==> config.mk <==
export PLATFORM = sky130hd
export DESIGN_NAME = pwr_mode_ctl
export DESIGN_NICKNAME = d
export VERILOG_FILES = /design/src/rtl/pwr_mode_ctl.sv
export SDC_FILE = /design/constraint.sdc
export NUM_CORES = 1
export LEC_CHECK = 0
export CORE_MARGIN = 1
export CORE_UTILIZATION = 45
export DETAILED_ROUTE_END_ITERATION = 7
export PLACE_DENSITY = 0.78
export SETUP_SLACK_MARGIN = 0.4
export SYNTH_ARGS = -nofsm -noshare
export SYNTH_HDL_FRONTEND = slang
export SYNTH_SLANG_ARGS = --single-unit
==> constraint.sdc <==
create_clock -name clk -period 2.19 [get_ports clk]
set_input_delay 0.657 -clock clk [delete_from_list [all_inputs] [get_ports clk]]
set_output_delay 0.657 -clock clk [all_outputs]
set_load 0.05 [all_outputs]
==> src/rtl/pwr_mode_ctl.sv <==
module pwr_mode_ctl #(
  parameter int NUM_IRQ     = 8,
  parameter int NUM_EXT     = 2,
  parameter int WAKE_CYCLES = 1024,
  localparam int SW = (NUM_IRQ > 1) ? $clog2(NUM_IRQ) : 1,
  localparam int CW = $clog2(WAKE_CYCLES + 1)
) (
  input  logic               clk,
  input  logic               rst_n,
  input  logic               mode_we,
  input  logic [1:0]         mode_wdata,
  input  logic [NUM_IRQ-1:0] irq_pending,
  input  logic [NUM_EXT-1:0] ext_pin_n,
  input  logic [NUM_EXT-1:0] ext_en,
  input  logic [NUM_EXT-1:0] ext_level,
  output logic [1:0]         mode_q,
  output logic               cpu_clk_en,
  output logic               per_clk_en,
  output logic               osc_en,
  output logic               strobe_hold,
  output logic               strobe_level,
  output logic               wake_pulse,
  output logic [SW-1:0]      wake_src
);
  localparam logic [CW-1:0] TERM = CW'(WAKE_CYCLES);

  logic          idle_q, pd_q, wake_q;
  logic [CW-1:0] cnt_q;
  logic [SW-1:0] src_q, wsrc_q, irq_first, ext_first;
  logic [NUM_EXT-1:0] ext_wake;

  assign ext_wake = ~ext_pin_n & ext_en & ext_level;
  wire pin_low = |ext_wake;
  wire asleep  = idle_q | pd_q;

  always_comb begin
    irq_first = '0;
    for (int i = NUM_IRQ - 1; i >= 0; i--)
      if (irq_pending[i]) irq_first = SW'(i);
  end

  always_comb begin
    ext_first = '0;
    for (int i = NUM_EXT - 1; i >= 0; i--)
      if (ext_wake[i]) ext_first = SW'(i);
  end

  always_ff @(posedge clk or negedge rst_n) begin
    if (!rst_n) begin
      idle_q <= 1'b0;
      pd_q   <= 1'b0;
      wake_q <= 1'b0;
      cnt_q  <= '0;
      src_q  <= '0;
      wsrc_q <= '0;
    end else begin
      wake_q <= 1'b0;
      if (!asleep) begin
        cnt_q <= '0;
        if (mode_we) begin
          pd_q   <= mode_wdata[1];
          idle_q <= mode_wdata[0] & ~mode_wdata[1];
        end
      end else if (idle_q) begin
        if (|irq_pending) begin
          idle_q <= 1'b0;
          wake_q <= 1'b1;
          wsrc_q <= irq_first;
        end
      end else if (pin_low) begin
        if (cnt_q == '0) src_q <= ext_first;
        if (cnt_q != TERM) cnt_q <= cnt_q + 1'b1;
      end else if (cnt_q == TERM) begin
        pd_q   <= 1'b0;
        wake_q <= 1'b1;
        wsrc_q <= src_q;
        cnt_q  <= '0;
      end else begin
        cnt_q <= '0;
      end
    end
  end

  assign mode_q       = {pd_q, idle_q};
  assign cpu_clk_en   = ~asleep;
  assign per_clk_en   = ~pd_q;
  assign osc_en       = ~pd_q | pin_low;
  assign strobe_hold  = asleep;
  assign strobe_level = idle_q;
  assign wake_pulse   = wake_q;
  assign wake_src     = wsrc_q;

  a_r3_pd_wins: assert property (@(posedge clk) disable iff (!rst_n)
    (!asleep && mode_we && mode_wdata == 2'b11) |=> (pd_q && !idle_q));

  a_r1_modes_exclusive: assert property (@(posedge clk) disable iff (!rst_n)
    !(idle_q && pd_q));

  a_r4_wake_from_sleep: assert property (@(posedge clk) disable iff (!rst_n)
    $rose(wake_pulse) |-> $past(asleep));

  a_r4_single_pulse: assert property (@(posedge clk) disable iff (!rst_n)
    wake_pulse |=> !wake_pulse);

  a_r8_early_release: assert property (@(posedge clk) disable iff (!rst_n)
    (pd_q && !pin_low && cnt_q != TERM) |=> (pd_q && cnt_q == '0));

  a_r9_count_saturates: assert property (@(posedge clk) disable iff (!rst_n)
    cnt_q <= TERM);

  a_r11_write_ignored: assert property (@(posedge clk) disable iff (!rst_n)
    (asleep && mode_we && !wake_pulse && !(idle_q && |irq_pending) && !(pd_q && !pin_low && cnt_q == TERM))
      |=> $stable(mode_q));
endmodule

==> run summary <==
Synth cell count leaders -> 19 x nor2_1, 18 x dfrtp_1, 9 x nand2_1
Power Internal -> 0.000492 W
Clk pin slew, worst setup/hold paths -> 0.11 ns
Hold path start -> wake_src[2]
RSZ-0062 raised after global routing -> yes
Worst slew margin -> 73.0%
DRC violations left -> 0
Post-synth top area share -> 42.9%
DR iter-0 viols -> 49
CP max stage delay -> 0.24 ns
Slew Limit Fails -> 0
Clock latency on the worst-skew pair -> 0.30 ns
Part of the power in the clock network -> 26.3%
Setup Viol. Count Final -> 0
Global Route Usage Sum -> 25.1%
Layout cell share with drive strength beyond 1 -> 43.6%
VDD IR max -> 0.431 mV
Chip width -> 50.3 µm
WS Path Type -> in -> out
Slowest stage cell, crit path -> nand3b_1
Via density per instance -> 5.87
Top_reg_cell synth -> dfrtp_1
Syn Nets -> 136
Switch Pwr -> 0.000192 W
Yosys warning count -> 0
I/O pin cnt -> 30
Largest net degree at the start of global routing -> 12
Crit path from -> ext_pin_n[0]
Post-layout util -> 77.6%
DIE AREA -> 0.00253 mm²
Min Tclk post-route -> 1.92 ns
DR WL/cell -> 17.8 µm
Vias in the first global route -> 1068
First-pass GRT wire length -> 4770 µm
Seq cells post-synth -> 18
GRT Residual Overflow -> 0
Vias post-DR -> 1174
Combinational fraction of design power -> 22.1%
TritonCTS buffer count -> 3
Post-Syn Instances -> 115
Layout area overhead -> 63.5%
Sw Share -> 28.0%
CP Data Arrival Time -> 1.27 ns
Final Hold Violating Endpoints -> 0
Worst hold path type -> reg -> reg
Syn_area_per_cell -> 9.13 µm²
Reg2reg start -> cnt_q[0]
Number of distinct library cells after synthesis -> 34
CTS root buffer -> clkbuf_4
Seq/Total Area, Yosys -> 42.9%
Cells along the critical path -> buf_6, nand3b_1, nand3_4, buf_12
HPWL after detailed placement -> 1990 µm
Max-cap viol count -> 0
Pwr dens -> 398 mW/mm²
Multi-input gate area -> 679 µm²
Placer Congestion -> 0.902
Post-Syn Area -> 0.00105 mm²
Hold_ws -> 0.532 ns
Initial antenna violation count -> 0
# clock sinks -> 18
Height of the die -> 50.3 µm
Crit Path Max Fanout -> 2
IO Port Bufs -> 29
Core Area -> 0.00221 mm²
Antenna-violating nets left -> 0
Leading area contributor after synthesis -> dfrtp_1
Row count -> 17
F_max -> 520 MHz
Top-count cell post-synth -> nor2_1
Leakage Power -> 0.753 nW
Tcrit/Tclk final -> 87.8%
Sequential Power Share -> 51.6%
CTS tree -> done
Worst setup EP type -> output port
Total Wirelength -> 3550 µm
Initial Utilization -> 47.5%
FFs w/ async S/R, synth -> 100%
Critical Path RT -> 1.53 ns
Run status -> finished clean
Depth of the CTS H-tree -> 1
Fill count -> 140
Layout Skew -> 0.00479 ns
Slew @ Worst Pin -> 0.404 ns
Worst reg2reg setup slack -> 0.33 ns
Post-synth EDFFs -> 0
Clock tree buffer depth -> 2
Startpoint Class -> primary input
Drt pass-1 iters -> 4
Register area -> 454 µm²
Layout Nets -> 194
Largest cells by area after synthesis -> dfrtp_1 43%, nor2_1 6.8%, xor2_1 5.0%
Antenna diodes -> 0
==> metrics by stage <==
step	TNS [ns]	setup slack (ns)	area [µm²]	power (W)	std cells
5_1_grt	0	0.236	1720	0.000709	200
2_1_floorplan	0	0.148	1080	0.000408	115
4_1_cts	0	0.300	1590	0.000655	196
3_5_place_dp	-0.118	-0.0471	1460	0.000482	179
3_3_place_gp	-0.113	-0.0468	1460	0.000477	179
6_report	0	0.268	1720	0.000683	200
==> path summary, 6_finish.rpt <==
check / depth (start not counted) / to
max in group asynchronous: 2 / cnt_q[0]
min in group asynchronous: 1 / wake_src[0]
setup reg to reg: 8 / wake_src[2]
hold / removal: 1 / wake_src[2]
hold reg to reg: 1 / wake_src[2]
setup / recovery: 4 / osc_en
==> layout make-up <==
cell class | count | share of cell area (%)
inverter | 6 | 1.53
tap | 28 | 2.04
multi-input combinational | 88 | 39.6
clock buffer | 4 | 1.53
sequential | 18 | 26.5
timing repair buffer | 56 | 28.9
==> cells in the final DEF (no fill, tap or decap), drive strengths merged <==
cell type | Yosys | routed
a21boi | 2 | 2
a211o | 1 | 1
nor2 | 19 | 19
o21bai | 2 | 2
a31oi | 1 | 1
nor4b | 2 | 2
nand3 | 6 | 6
clkinvlp | 0 | 1
clkdlybuf4s50 | 0 | 9
buf | 3 | 40
o21a | 2 | 2
dlygate4sd2 | 0 | 3
o31ai | 1 | 1
nor4 | 4 | 4
xnor2 | 2 | 2
nor3b | 1 | 1
a22o | 1 | 1
mux2 | 1 | 1
clkbuf | 0 | 5
inv | 6 | 5
dfrtp | 18 | 18
nand2 | 9 | 9
or4 | 1 | 1
o221a | 1 | 1
nor2b | 3 | 3
or3 | 1 | 1
ha | 2 | 2
nand4 | 6 | 6
a2bb2oi | 2 | 2
o21ai | 3 | 3
and4b | 1 | 1
a21oi | 2 | 2
clkdlybuf4s15 | 0 | 3
nand3b | 4 | 4
nor3 | 2 | 2
xor2 | 6 | 6
==> power by group through the flow <==
| stage | clock [W] | combinational [W] | sequential, W |
|---|---|---|---|
| after floorplan | 0 | 0.0000439 | 0.000364 |
| after global placement | 0 | 0.000123 | 0.000355 |
| after detailed placement | 0 | 0.000126 | 0.000356 |
| after CTS | 0.000177 | 0.000129 | 0.000349 |
| after global routing | 0.000194 | 0.000161 | 0.000354 |
| final | 0.000180 | 0.000151 | 0.000353 |
==> layer usage <==
layer	global-route usage [%]	up-vias	share of wire (%)
met3	3.64	12	5.9
met1	34.2	581	40
met4	7.87	0	2.4
met2	41.1	53	52
li1	-	528	-
met5	0	-	0
==> sequential cells by signal, summed over array words and instances, names as in the netlist <==
signal and cells:
cnt_q 11, pd_q 1, src_q 1, strobe_level 1, wake_pulse 1, wake_src 3
==> worst max-delay path: cells and delay by family <==
family / cells / cell delay (ns)
buf+inv: 2 / 0.23
simple gates: 2 / 0.38
==> cell families after synthesis <==
kind of cell               synth area share (%)
adders and majority gates                  2.38
muxes                                      1.07
buffers and inverters                      4.05
DFF                                        42.9
xor gates and xnor gates                   6.67
and+or+nand+nor                            30.5
AOI/OAI and AO/OA                          12.4
==> repair_timing <==
| action | in CTS | in global routing |
|---|---|---|
| buffers inserted | 13 | 4 |
| setup endpoints to repair | 15 | 18 |
| cloned | 0 | 0 |
| pin swaps | 8 | 10 |
| hold buffers | 0 | 0 |
| gates resized for setup | 37 | 27 |
| hold endpoints to repair | 0 | 0 |
Power figures use the tool's default switching activity.
